==> config.mk <==
export PLATFORM = sky130hd
export DESIGN_NAME = adc_sample_host
export DESIGN_NICKNAME = d
export VERILOG_FILES = /design/src/rtl/adc_sample_host.sv
export SDC_FILE = /design/constraint.sdc
export NUM_CORES = 1
export LEC_CHECK = 0
export BUFFER_PORTS_ARGS = -buffer_cell sky130_fd_sc_hd__buf_2
export CAP_MARGIN = 20
export CORE_ASPECT_RATIO = 0.7
export CORE_MARGIN = 1
export CORE_UTILIZATION = 46
export CTS_BUF_LIST = sky130_fd_sc_hd__clkbuf_4
export CTS_CLUSTER_SIZE = 14
export DETAILED_ROUTE_END_ITERATION = 12
export PLACE_DENSITY = 0.77
export SLEW_MARGIN = 20
export SYNTH_ARGS = -nofsm -noshare
export SYNTH_HDL_FRONTEND = slang
export SYNTH_SLANG_ARGS = --single-unit
==> constraint.sdc <==
create_clock -name clk -period 9.25 [get_ports clk]
set_clock_uncertainty 0.2 [all_clocks]
set_input_delay 1.3875 -clock clk [delete_from_list [all_inputs] [get_ports clk]]
set_output_delay 1.3875 -clock clk [all_outputs]
set_load 0.01 [all_outputs]
==> src/rtl/adc_sample_host.sv <==
`timescale 1ns/1ps
module adc_sample_host #(
  parameter int PER_W           = 16,
  parameter int DW              = 13,
  parameter int T_CNV           = 2,
  parameter int T_RD            = 3,
  parameter int T_QUIET         = 4,
  parameter int T_NAP_WAKE      = 30,
  parameter int T_STBY_WAKE_INT = 50_000_000,
  parameter int T_STBY_WAKE_EXT = 8000
) (
  input  logic             clk,
  input  logic             rst_n,
  input  logic             sample_en,
  input  logic [PER_W-1:0] period,
  input  logic             ref_internal,
  input  logic [1:0]       pwr_req,
  output logic             cnv_n,
  input  logic             busy,
  output logic             cs_n,
  output logic             rd_n,
  input  logic [DW-1:0]    db,
  output logic             nap_pin,
  output logic             stby_pin,
  output logic [DW-2:0]    data,
  output logic             ovr,
  output logic             data_vld,
  output logic             not_ready,
  output logic             nap_reject
);

  localparam int TM0  = (T_CNV > T_RD) ? T_CNV : T_RD;
  localparam int TM1  = (TM0 > T_QUIET) ? TM0 : T_QUIET;
  localparam int TM2  = (TM1 > T_NAP_WAKE) ? TM1 : T_NAP_WAKE;
  localparam int TM3  = (TM2 > T_STBY_WAKE_INT) ? TM2 : T_STBY_WAKE_INT;
  localparam int TMAX = (TM3 > T_STBY_WAKE_EXT) ? TM3 : T_STBY_WAKE_EXT;
  localparam int CW   = $clog2(TMAX + 1);

  localparam logic [CW-1:0] L_CNV = CW'(T_CNV - 1);
  localparam logic [CW-1:0] L_RD  = CW'(T_RD - 1);
  localparam logic [CW-1:0] L_QT  = CW'(T_QUIET - 1);
  localparam logic [CW-1:0] L_NAP = CW'(T_NAP_WAKE - 1);
  localparam logic [CW-1:0] L_SI  = CW'(T_STBY_WAKE_INT - 1);
  localparam logic [CW-1:0] L_SE  = CW'(T_STBY_WAKE_EXT - 1);

  typedef enum logic [3:0] {
    S_IDLE, S_CNV, S_WLO, S_WHI, S_RD, S_QUIET, S_NAP, S_STBY, S_WAKE
  } st_t;

  st_t              state;
  logic [CW-1:0]    cnt;
  logic [PER_W-1:0] per_cnt;

  wire want_nap  = pwr_req[0] & ~pwr_req[1];
  wire want_stby = pwr_req[1];
  wire due       = (period == '0) ||
                   (({1'b0, per_cnt} + {{PER_W{1'b0}}, 1'b1}) >= {1'b0, period});

  assign cnv_n     = (state != S_CNV);
  assign cs_n      = (state != S_RD);
  assign rd_n      = (state != S_RD);
  assign nap_pin   = (state == S_NAP);
  assign stby_pin  = (state == S_STBY);
  assign not_ready = (state == S_NAP) || (state == S_STBY) || (state == S_WAKE);

  always_ff @(posedge clk or negedge rst_n) begin
    if (!rst_n) begin
      state      <= S_IDLE;
      cnt        <= '0;
      per_cnt    <= '1;
      data       <= '0;
      ovr        <= 1'b0;
      data_vld   <= 1'b0;
      nap_reject <= 1'b0;
    end else begin
      data_vld   <= 1'b0;
      nap_reject <= want_nap & ref_internal;
      if (per_cnt != '1) per_cnt <= per_cnt + PER_W'(1);
      if (cnt != '0) cnt <= cnt - CW'(1);
      case (state)
        S_IDLE:
          if (want_stby) state <= S_STBY;
          else if (want_nap && !ref_internal) state <= S_NAP;
          else if (sample_en && due) begin
            state   <= S_CNV;
            cnt     <= L_CNV;
            per_cnt <= '0;
          end
        S_CNV:  if (cnt == '0) state <= S_WLO;
        S_WLO:  if (!busy) state <= S_WHI;
        S_WHI:
          if (busy) begin
            state <= S_RD;
            cnt   <= L_RD;
          end
        S_RD:
          if (cnt == '0) begin
            data     <= db[DW-2:0];
            ovr      <= db[DW-1];
            data_vld <= 1'b1;
            state    <= S_QUIET;
            cnt      <= L_QT;
          end
        S_QUIET: if (cnt == '0) state <= S_IDLE;
        S_NAP:
          if (want_stby) state <= S_STBY;
          else if (!want_nap || ref_internal) begin
            state <= S_WAKE;
            cnt   <= L_NAP;
          end
        S_STBY:
          if (!want_stby) begin
            state <= S_WAKE;
            cnt   <= ref_internal ? L_SI : L_SE;
          end
        S_WAKE: if (cnt == '0) state <= S_IDLE;
        default: state <= S_IDLE;
      endcase
    end
  end

endmodule

Word-level counts from Yosys, hierarchy flattened
Index checks and enable logic that the tools add are counted.
{"block": "totals", "n_memories": 0, "wordCells": 78, "ramBits": 0, "mem_bits_ro": 0, "latchBits": 0, "register_bits": 61, "out_inout_bits": 21}
{"block": "op_classes", "n_addsub": 3, "magnitude_cmp": 1, "div_mod_pow": 0, "shifts": 0, "mul": 0, "eq_ne": 19, "bitwise": 3, "muxes": 30, "reduce_logical": 15}
{"cell": "$mux 26", "n": 10}
{"cell": "$pmux 26 s5", "n": 1}
{"cell": "$mux 16", "n": 5}
{"cell": "$mux 4", "n": 11}
{"cell": "$pmux 4 s8", "n": 1}
{"cell": "$logic_not 26->1", "n": 1}
{"cell": "$reduce_bool 26->1", "n": 1}
{"cell": "$sub 26x1->26 const B", "n": 1}
{"cell": "$add 16x1->17 const B", "n": 1}
{"cell": "$ge 17x16->1", "n": 1}
{"cell": "$add 16x1->16 const B", "n": 1}
{"cell": "$eq 4x3->1 const B", "n": 4}
{"cell": "$logic_not 16->1", "n": 1}
{"cell": "$ne 16x16->1 const B", "n": 1}
{"cell": "$ne 2x2->1 const B", "n": 5}
{"cell": "$eq 4x2->1 const B", "n": 2}
{"cell": "$reduce_and 8->1", "n": 1}
{"cell": "$eq 4x1->1 const B", "n": 1}
{"cell": "$eq 4x4->1 const B", "n": 1}
{"cell": "$logic_not 4->1", "n": 1}
{"cell": "$logic_or 1x1->1", "n": 4}
{"cell": "$ne 4x1->1 const B", "n": 1}
{"cell": "$ne 4x3->1 const B", "n": 1}
{"cell": "$ne 4x4->1 const B", "n": 1}
{"cell": "9 further kinds", "n": 13}

Depth between registers and ports, before layout
Gate-level depths: netlist of the first run.
{"block": "depth", "ltp_word": 8, "mapped_depth": 13}

Worst setup path after synthesis of the first run
No wires, ideal clock.
{"block": "synth_timing", "path_kind": "input to register", "from": "in period[6]", "to": "reg cnt[13]", "t_arrival_ns": 3.288, "required_time_ns": 8.973, "setup_slack_ns": 5.685, "setup_ns": 0.077, "cell_stages": 9, "cell_sequence": "inv_1 ha_1 a211o_1 a21oi_1 a21oi_1 o311ai_0 nand3_2 buf_6 a21oi_1"}
{"block": "synth_between", "elab_chain_len": 7}
{"element": "start: declaration", "line": "15", "rtl": "input logic [PER_W-1:0] period,"}
{"element": "$ge 17x16->1 / $logic_not 16->1 (equally long branches)", "line": "57, 56"}
{"element": "$logic_or 1x1->1 *", "line": "56", "rtl": "wire due = (period == '0) ||"}
{"element": "$logic_and 1x1->1 *", "line": "84", "rtl": "else if (sample_en && due) begin"}
{"element": "$mux 26 *", "line": "84"}
{"element": "$mux 26 *", "line": "83", "rtl": "else if (want_nap && !ref_internal) state <= S_NAP;"}
{"element": "$mux 26 *", "line": "82", "rtl": "if (want_stby) state <= S_STBY;"}
{"element": "$pmux 26 s5 *", "line": "80", "rtl": "case (state)"}
{"element": "end signal: assignment", "line": "79", "rtl": "if (cnt != '0) cnt <= cnt - CW'(1);"}
{"element": "end signal: assignment", "line": "114", "rtl": "cnt <= ref_internal ? L_SI : L_SE;"}
{"element": "end: declaration", "line": "51", "rtl": "logic [CW-1:0] cnt;"}
Mark *: on every way between the ends. The rest lies on a longest branch, timed or not.
A chain may end at the register's enable or synchronous reset.

Worst setup path in the final report of the first run
{"block": "layout_timing", "from": "reg per_cnt[0]", "to": "reg cnt[24]"}
{"block": "layout_between", "elab_chain_len": 8}
{"element": "start: declaration", "line": "52", "rtl": "logic [PER_W-1:0] per_cnt;"}
{"element": "start signal: assignment", "line": "78", "rtl": "if (per_cnt != '1) per_cnt <= per_cnt + PER_W'(1);"}
{"element": "$add 16x1->17", "line": "57", "rtl": "(({1'b0, per_cnt} + {{PER_W{1'b0}}, 1'b1}) >= {1'b0, period});"}
{"element": "$ge 17x16->1", "line": "57"}
{"element": "$logic_or 1x1->1", "line": "56"}
{"element": "$logic_and 1x1->1", "line": "84"}
{"element": "$mux 26", "line": "84"}
{"element": "$mux 26", "line": "83"}
{"element": "$mux 26", "line": "82"}
{"element": "$pmux 26 s5", "line": "80"}
No other way between the ends.

==> results.json, run 1 <==
{
  "status": "completed",
  "postRouteWirelength_um": 9360,
  "via_count_of_the_first_global_routing_pass": 3206,
  "number_of_nets_in_the_layout": 542,
  "place.gp.congestion": 0.847,
  "ys_warn_count": 0,
  "tritoncts": "built",
  "cts-htree-levels": 3,
  "die_y_um": 80.4,
  "boundaryPins": 57,
  "post_cts_resized": 0,
  "syn-instance-count": 434,
  "maxCapViolCount": 0,
  "post-cts-setup-buffers": 0,
  "ys_ff_latch": 61,
  "rsz0062_at_grt": "no",
  "firstDrtPassIters": 4,
  "area_growth_syn_to_layout_pct": 11.5,
  "critical_path_arrival_ps": 4300,
  "placed_cells_incl_taps": 595,
  "floorplan.die_area_um2": 9160,
  "cts_made_buffers": 9,
  "avgRoutedWirePerCell_um": 15.3,
  "worstSetupStartpoint": "per_cnt[0]",
  "grt_max_degree": 62,
  "post_synth.cell_area_avg_um2": 9.30,
  "clk-insertion-delay-late_ps": 420,
  "antenna_found_initial": 0,
  "cts_root_buffer": "clkbuf_4",
  "cts_num_sinks": 61,
  "drtAntennaViolNets": 0,
  "hold_buffers": 0,
  "path_clk_slew_ps": 110,
  "fmaxAchievable_mhz": 239,
  "detailedPlacementHpwl_um": 6830,
  "synth-edff-count": 0,
  "period_needed_ps": 4180,
  "max_slew_margin_pct": 40.9,
  "rr_startpoint": "per_cnt[0]",
  "syn_nets": 490,
  "final-instance-count-excl-fill": 611,
  "hp-class": "reg2reg",
  "seq_area_frac_synth_pct": 38.3,
  "timing.final.ws_setup_ps": 5070,
  "async_sr_flop_fraction_pct": 100,
  "path_max_fanout": 19,
  "ys_dominant_reg_cell": "dfrtp_1",
  "setup_viol": 0,
  "global_route.overflow_total": 0,
  "setup.worst_path.class": "reg2reg",
  "tightest_slew_ps": 883,
  "setup-tns-final_ps": 0,
  "fin_crit_sh_pct": 45.2,
  "final-max-slew-violation-count": 0,
  "crit_path_end_kind": "flop",
  "detail_route.drc_violations": 0,
  "dieWidth_um": 114,
  "layout.filler_cells": 807,
  "global_route_wire_length_before_repair_um": 15600,
  "dp_slack_ps": 5050,
  "post_synth_instance_area_um2": 4040,
  "power.share.switching_pct": 25.8,
  "via_per_inst": 5.69,
  "p_int_mw": 0.344,
  "dr.first_iter.drc_count": 255,
  "multi_input_comb_area_um2": 2280,
  "antennaDiodeCount": 0,
  "reg2regPathDepth": 11,
  "effective_utilization_at_floorplan_pct": 47.6,
  "via_count": 3477,
  "layout-drive-gt1-share_pct": 26.9,
  "worst_voltage_drop_across_the_vdd_grid_uv": 50.5,
  "clockBufferDepth": 2,
  "gr_usage_total_pct": 22.0,
  "yosys.cell_types.count": 68,
  "core-area_um2": 8480,
  "leakage_nw": 2.06,
  "timing.hold.worst_path_depth": 1,
  "power.density_nw_per_um2": 103,
  "hold_start": "data[7]",
  "worst-endpoint-required_ps": 9370,
  "final-hold-violation-count": 0,
  "p_clk_share_pct": 34.3,
  "io_buffer_count": 56,
  "p_switching_mw": 0.120,
  "seq_area_um2": 1550,
  "pwr-share-seq_pct": 58.5,
  "start_kind": "flop",
  "comb_power_share_pct": 7.2,
  "rows": 28
}
[Yosys cell counts (3+ instances only)]
library cell | instances | area share, %
xnor2_1 | 16 | 3.5
buf_4 | 3 | 0.56
dfrtp_1 | 45 | 28
mux2_2 | 15 | 4.2
and3_1 | 3 | 0.46
or3_1 | 5 | 0.77
o31a_1 | 5 | 1.1
xor2_1 | 12 | 2.6
o21ai_0 | 12 | 1.5
or4_1 | 4 | 0.74
o21a_1 | 3 | 0.56
nand3_1 | 11 | 1.4
nor4_1 | 14 | 2.2
dfstp_2 | 16 | 10
clkbuf_1 | 7 | 0.65
nand2_1 | 20 | 1.9
nor2b_1 | 5 | 0.77
ha_1 | 20 | 6.2
nor3_1 | 27 | 3.3
nand2b_1 | 5 | 0.77
a211o_1 | 4 | 0.87
buf_2 | 4 | 0.50
or2_2 | 3 | 0.46
inv_1 | 26 | 2.4
and2_1 | 4 | 0.62
a21oi_1 | 20 | 2.5
a2bb2oi_1 | 3 | 0.65
o211ai_1 | 6 | 1.1
nand4_1 | 13 | 2.0
nor2_1 | 43 | 4.0
o21ba_2 | 8 | 2.0
o31ai_1 | 6 | 1.1
[flip-flops by register name (all words and copies together), names as in the netlist]
register,count
cnt,26
per_cnt,16
data,12
state,4
data_vld,1
nap_reject,1
ovr,1
[cell families after synthesis]
group	Yosys count	synth area share, %
AND/OR/NAND/NOR	175	23.8
AO/OA/AOI/OAI	89	15.9
flip-flops	61	38.3
buffers and inverters	45	5.24
XOR/XNOR	28	6.07
adder cells (fa/ha/maj)	20	6.20
multiplexers	16	4.43
[through the flow]
| stage | hold slack (ps) | utilization (%) | area, um^2 | total power [mW] |
|---|---|---|---|---|
| floorplan | 309 | - | 4040 | 0.290 |
| global placement | 282 | 51.8 | 4390 | 0.308 |
| detailed placement | 288 | 51.8 | 4390 | 0.310 |
| CTS | 312 | 53.1 | 4500 | 0.470 |
| global route | 329 | 53.1 | 4500 | 0.484 |
| finish | 309 | 53.1 | 4500 | 0.464 |
[placed cells by master, fill, tap and decap left out, types with 5 or more instances in the layout]
cell type,synthesis,final
nor3_1,27,26
nor4_1,14,14
o31a_1,5,5
dfstp_2,16,16
clkbuf_4,0,11
nand4_1,13,13
mux2_2,15,15
nor2b_1,5,5
xor2_1,12,12
a21oi_1,20,20
o31ai_1,6,6
nand2_1,20,20
ha_1,20,20
xnor2_1,16,16
dfrtp_1,45,45
nand2b_1,5,5
inv_1,26,26
nand3_1,11,11
o21ba_2,8,8
nor2_1,43,43
o21ai_0,12,12
o211ai_1,6,6
or3_1,5,5
buf_2,4,56
[layout make-up]
class	count	share of cell area (%)
repair buffers	60	6.89
clock inverters	5	0.639
multi-input cells	328	50.8
inverters	26	2.17
well taps	120	3.34
flip-flops and latches	61	34.4
clock buffers	11	1.83
[final timing paths]
kind | endpoint | slack [ps]
setup reg to reg | cnt[24] | 5070
max in group asynchronous | state[1] | 7420
setup / recovery | cnt[24] | 5070
min in group asynchronous | data[3] | 910
hold / removal | data[7] | 310
hold reg to reg | data[7] | 310
[power groups by stage]
stage / Sequential, mW / Clock, mW / Combinational (mW)
2_1_floorplan: 0.278 / 0 / 0.0120
3_3_place_gp: 0.276 / 0 / 0.0325
3_5_place_dp: 0.276 / 0 / 0.0338
4_1_cts: 0.271 / 0.164 / 0.0340
5_1_grt: 0.271 / 0.174 / 0.0383
6_report: 0.271 / 0.159 / 0.0336
[routing by layer]
layer	up-vias	global-route usage, %	wire length, um
met5	-	0	0
met2	111	33.8	4090
met3	9	4.83	489
li1	1695	-	-
met1	1662	31.0	4650
met4	0	6.62	123
[critical path, stage by stage, from the launching register on]
cell	delay, ps
dfstp_2	590
ha_1	270
nand4_2	240
nor3_1	360
xor2_1	190
ha_1	250
and4_1	160
nand3_1	140
o31ai_1	120
o311ai_0	670
nand3_2	490
a211oi_1	400
Note: power is estimated with default switching activity, not from simulation.
==> inputs of run 2 (changes only) <==
PLACE_DENSITY = 0.8   (was 0.77)
clock period = 3.4 ns   (was 9.25 ns; I/O delays follow)
==> run 2 against run 1 <==
Against the previous run:
- the flow now finishes with violations (negative setup slack)
- critical path type unchanged
- register-to-register slack got worse by 5100 ps
- final area rose by 8.5%
- cell count increased by 4.6%
- sequential cell count stayed put
- setup slack lost 5100 ps
- combinational power rose to 3.0 times the previous value
- fmax up 22%
- critical path depth up 1
- sequential share of layout area fell by 2.7 points
- non-clock buffer count is 28 higher
- die area stayed put
==> results.json, run 2 (synthesized netlist as in run 1, its figures left out) <==
{
  "antennaDiodeCount": 0,
  "critical_path_arrival_ps": 3510,
  "endpoint_of_the_worst_register_to_register_path": "state[2]",
  "path_max_fanout": 4,
  "power.density_nw_per_um2": 274,
  "rows": 28,
  "hold_start": "db[12]",
  "detailedPlacementHpwl_um": 7180,
  "tightest_slew_ps": 748,
  "largest_registers": "cnt: 26 flops, per_cnt: 16 flops, data: 12 flops",
  "global_route.overflow_total": 0,
  "grt_max_degree": 32,
  "floorplan.die_area_um2": 9160,
  "clockBufferDepth": 2,
  "setup_viol": 2,
  "core-area_um2": 8480,
  "firstDrtPassIters": 5,
  "io_buffer_count": 56,
  "final_cell_mix": "56 x buf_2, 45 x dfrtp_1, 41 x nor2_1, 29 x buf_4, 26 x inv_1",
  "dieWidth_um": 114,
  "violations": "negative setup slack",
  "global_route_wire_length_before_repair_um": 16600,
  "leakage_nw": 2.23,
  "via_count": 3658,
  "maxCapViolCount": 0,
  "setup-tns-final_ps": -19.2,
  "final-max-slew-violation-count": 0,
  "clk-insertion-delay-late_ps": 420,
  "timing.final.ws_setup_ps": -12.9,
  "detail_route.drc_violations": 0,
  "cts_root_buffer": "clkbuf_4",
  "setup.worst_path.class": "reg2reg",
  "post_route_design_area_um2": 4880,
  "fmaxAchievable_mhz": 293,
  "timing.hold.worst_path_depth": 2,
  "cts_made_buffers": 9,
  "worstHoldEndpoint": "ovr",
  "via_per_inst": 5.72,
  "die_y_um": 80.4,
  "registers.top_by_ff_count": "cnt",
  "avgRoutedWirePerCell_um": 15.4,
  "cts-htree-levels": 3,
  "period_needed_ps": 3410,
  "reg2regPathDepth": 12,
  "worst_voltage_drop_across_the_vdd_grid_uv": 168,
  "final-hold-violation-count": 0,
  "boundaryPins": 57,
  "area_growth_syn_to_layout_pct": 20.9,
  "rsz0062_at_grt": "yes",
  "start_kind": "flop",
  "hp-class": "in2reg",
  "max_slew_margin_pct": 49.8,
  "tritoncts": "built",
  "layout-drive-gt1-share_pct": 34.9,
  "layout_commonest_cell": "buf_2",
  "antenna_found_initial": 0,
  "postPlaceCellArea_um2": 4570,
  "dr.first_iter.drc_count": 252,
  "crit_path_end_kind": "flop",
  "rr_startpoint": "per_cnt[4]",
  "regToRegSetupSlack_ps": -10,
  "fin_crit_sh_pct": 100,
  "place.gp.congestion": 0.864,
  "layout.filler_cells": 714,
  "drtAntennaViolNets": 0,
  "gr_usage_total_pct": 23.3,
  "worst-endpoint-required_ps": 3500,
  "via_count_of_the_first_global_routing_pass": 3512,
  "path_clk_slew_ps": 110,
  "effective_utilization_at_floorplan_pct": 47.6,
  "number_of_nets_in_the_layout": 570,
  "cts_num_sinks": 61,
  "postRouteWirelength_um": 9870,
  "largest_reg_flops": 26,
  "status": "complete, but fails checks"
}
==> run 2: through the flow <==
stage | std cells | util [%] | setup WS [ps] | hold WS (ps) | power, mW
global route | 639 | 57.6 | -117 | 82.4 | 1.40
global placement | 617 | 53.9 | -69.4 | 280 | 0.841
finish | 639 | 57.6 | -12.9 | 113 | 1.34
floorplan | 434 | - | 42.6 | 14.4 | 0.788
CTS | 634 | 56.0 | 6.10 | 86.5 | 1.34
detailed placement | 617 | 53.9 | -273 | 289 | 0.845
==> run 2: metal layers <==
| layer | vias up | part of all wire [%] | global-route usage, % |
|---|---|---|---|
| met1 | 1751 | 47 | 31.5 |
| met5 | - | 0 | 0 |
| met2 | 136 | 45 | 36.4 |
| met3 | 11 | 6.5 | 5.81 |
| met4 | 0 | 1.1 | 7.79 |
| li1 | 1760 | - | - |
==> run 2: repair_timing <==
item / 4_1_cts / 5_1_grt
pin swaps: 1 / 14
setup endpoints to repair: 35 / 43
buffers inserted: 0 / 5
resized for setup: 10 / 22
endpoints found under the hold margin: 20 / 0
hold buffers: 1 / 0
==> run 2: critical path, cell delays in order, from the launching register on <==
cell	delay [ps]
dfstp_2	540
and4_4	270
nand4_1	130
nor2_2	160
and3_4	200
xor2_2	70
ha_1	310
and4_4	220
nand3_4	100
o31ai_4	320
o31ai_2	100
a31oi_2	330
mux2_4	330
==> run 2: final cells by class <==
type,instances,area (um^2),area share [%]
flip-flops and latches,61,1550,31.7
clock buffers,9,67.6,1.38
repair buffers,88,539,11.0
inverters,26,97.6,2.00
multi-input cells,328,2410,49.4
well taps,120,150,3.08
clock inverters,7,66.3,1.36
==> run 2: worst max path at each step <==
stage / startpoint / to / slack (ps)
2_1_floorplan: per_cnt[2] / cnt[13] / 40
3_3_place_gp: per_cnt[3] / state[2] / -70
3_5_place_dp: per_cnt[3] / state[2] / -270
4_1_cts: per_cnt[0] / state[2] / 6
5_1_grt: per_cnt[0] / state[2] / -120
6_report: per_cnt[4] / state[2] / -10
==> run 2: report_power, final <==
group | internal [mW] | leakage (nW) | total, mW | switching [mW]
combinational | 0.0463 | 1.42 | 0.102 | 0.0560
clock | 0.218 | 0.0654 | 0.496 | 0.278
sequential | 0.734 | 0.745 | 0.738 | 0.00331
==> inputs of run 3 (changes only) <==
PLACE_DENSITY = 0.69   (was 0.8)
==> run 3 against run 2 <==
Against the previous run:
- the flow now finishes without violations
- core utilization is 3.8 points higher
- sequential share of layout area is 2.0 points lower
- non-clock buffer count is 18 higher
- fmax is 0.45% higher
- count of clock-buffer cells in the layout is 1 higher
- global-route usage is 1.1 points higher
- combinational power is 4% higher
- critical endpoint unchanged
- largest cell class unchanged
- highest routed layer unchanged
==> results.json, run 3 (synthesized netlist as in run 1, its figures left out) <==
{
  "fmaxAchievable_mhz": 294,
  "worst_path_largest_cell_delay_ps": 610,
  "area_growth_syn_to_layout_pct": 28.9,
  "dr.first_iter.drc_count": 235,
  "final-max-slew-violation-count": 0,
  "antenna_found_initial": 0,
  "power.share.switching_pct": 26.4,
  "io_buffer_count": 56,
  "p_int_mw": 0.932,
  "pwr-share-seq_pct": 58.2,
  "cts_made_buffers": 9,
  "grt_max_degree": 25,
  "core-area_um2": 8480,
  "setup_viol": 0,
  "period_needed_ps": 3400,
  "via_count": 3680,
  "rows": 28,
  "crit_path_end_kind": "flop",
  "via_count_of_the_first_global_routing_pass": 3440,
  "layout-drive-gt1-share_pct": 40.2,
  "critical_path_arrival_ps": 3510,
  "tritoncts": "built",
  "clockBufferDepth": 2,
  "path_clk_slew_ps": 110,
  "global_route_wire_length_before_repair_um": 17000,
  "registers.top_by_ff_count": "cnt",
  "antennaDiodeCount": 0,
  "drtAntennaViolNets": 0,
  "start_kind": "flop",
  "tightest_slew_ps": 627,
  "p_clk_share_pct": 33.4,
  "fin_crit_sh_pct": 99.9,
  "hp-class": "in2reg",
  "floorplan.die_area_um2": 9160,
  "layout.filler_cells": 750,
  "die_y_um": 80.4,
  "via_per_inst": 5.60,
  "firstDrtPassIters": 5,
  "power.density_nw_per_um2": 243,
  "leakage_nw": 2.36,
  "worst-endpoint-required_ps": 3520,
  "path_max_fanout": 4,
  "max_slew_margin_pct": 58.0,
  "place.gp.congestion": 0.879,
  "effective_utilization_at_floorplan_pct": 47.6,
  "layout_commonest_cell": "buf_2",
  "final-hold-violation-count": 0,
  "largest_reg_flops": 26,
  "status": "completed",
  "detailedPlacementHpwl_um": 7450,
  "fin_hold_ws_ps": 109,
  "detail_route.drc_violations": 0,
  "final_cell_mix": "56 x buf_2, 45 x dfrtp_1, 42 x nor2_1, 39 x buf_4, 26 x inv_1",
  "gr_usage_total_pct": 24.4,
  "cts_num_sinks": 61,
  "regToRegSetupSlack_ps": 2,
  "setup-tns-final_ps": 0,
  "boundaryPins": 57,
  "rsz0062_at_grt": "yes",
  "cts-htree-levels": 3,
  "global_route.overflow_total": 0,
  "critPathSlowestCell": "dfstp_2",
  "post_route_total_power_mw": 1.27,
  "maxCapViolCount": 0,
  "path_delay_family": "simple AND/OR/NAND/NOR gates",
  "cts_root_buffer": "clkbuf_4",
  "cp_cell_sequence": "and2_4 > buf_6 > nand4_1 > xnor2_2 > ha_1 > nand4_1 > or3_4 > a21oi_4 > buf_6 > o31ai_2 > a31oi_1 > buf_4 > mux2_4",
  "final-instance-count-excl-fill": 657,
  "dieWidth_um": 114,
  "comb_power_share_pct": 8.4,
  "timing.critical_path.buf_inv": 3,
  "largest_registers": "cnt: 26 flops, per_cnt: 16 flops, data: 12 flops",
  "avgRoutedWirePerCell_um": 16.3,
  "worst_voltage_drop_across_the_vdd_grid_uv": 244,
  "placed_cells_incl_taps": 625,
  "postRouteWirelength_um": 10700,
  "number_of_nets_in_the_layout": 588,
  "setup.worst_path.class": "reg2reg",
  "clk-insertion-delay-late_ps": 430,
  "p_switching_mw": 0.335
}
[run 3: cell count changes in the layout (fill, tap and decap cells not counted), sizes merged]
| cell | change |
|---|---|
| buf | +16 |
| clkinv | +2 |
| bufinv | -1 |
| clkbuf | +3 |
| clkinvlp | -2 |
[run 3: path summary, 6_finish.rpt]
kind | startpoint | endpoint | cells past startpoint
max | per_cnt[0] | state[2] | 13
min | db[6] | data[6] | 2
max reg2reg | per_cnt[0] | state[2] | 13
min reg2reg | data[4] | data[4] | 1
max in group asynchronous | rst_n | per_cnt[2] | 3
min in group asynchronous | rst_n | data[10] | 2
[run 3: layer usage]
| metal | vias to the layer above | track usage [%] | wire length, um |
|---|---|---|---|
| li1 | 1783 | - | - |
| met1 | 1778 | 34.9 | 5470 |
| met2 | 100 | 37.2 | 4650 |
| met3 | 19 | 5.36 | 469 |
| met4 | 0 | 6.49 | 123 |
| met5 | - | 0 | 0 |
[run 3: cell type report]
class | instances | area, um^2 | area share (%)
inverter | 26 | 97.6 | 1.87
tap | 120 | 150 | 2.88
sequential | 61 | 1550 | 29.7
multi-input combinational | 328 | 2570 | 49.4
timing repair buffer | 106 | 732 | 14.1
clock buffer | 10 | 75.1 | 1.44
clock inverter | 6 | 31.3 | 0.601
[run 3: through the flow]
stage / instance area [um^2] / util [%] / setup slack [ps]
floorplan: 4040 / - / 42.6
global placement: 4630 / 54.6 / -160
detailed placement: 4630 / 54.6 / -262
CTS: 4920 / 58.0 / -14.3
global route: 5210 / 61.4 / -117
finish: 5210 / 61.4 / 2.45
[run 3: timing repair]
action,in CTS,in global routing
setup endpoints to repair,44,46
cloned,0,3
hold endpoints to repair,14,0
hold buffers,1,0
buffers inserted,8,4
pin swaps,19,23
gates resized for setup,25,37
[run 3: worst register-to-register path: cells and delay by family, from the launching register on]
family                   cells  cell delay, ps
AND/OR/NAND/NOR              4             890
AO/OA/AOI/OAI                3             380
XOR/XNOR                     1             200
buffers and inverters        3             390
flip-flops                   1             610
adder cells (fa/ha/maj)      1             310
multiplexers                 1             300
[run 3: power groups by stage]
| stage | logic (mW) | clock network [mW] | registers [mW] |
|---|---|---|---|
| 5_1_grt | 0.118 | 0.463 | 0.739 |
| 3_3_place_gp | 0.0926 | 0 | 0.751 |
| 4_1_cts | 0.102 | 0.434 | 0.738 |
| 6_report | 0.106 | 0.423 | 0.738 |
| 3_5_place_dp | 0.0964 | 0 | 0.751 |
| 2_1_floorplan | 0.0326 | 0 | 0.756 |
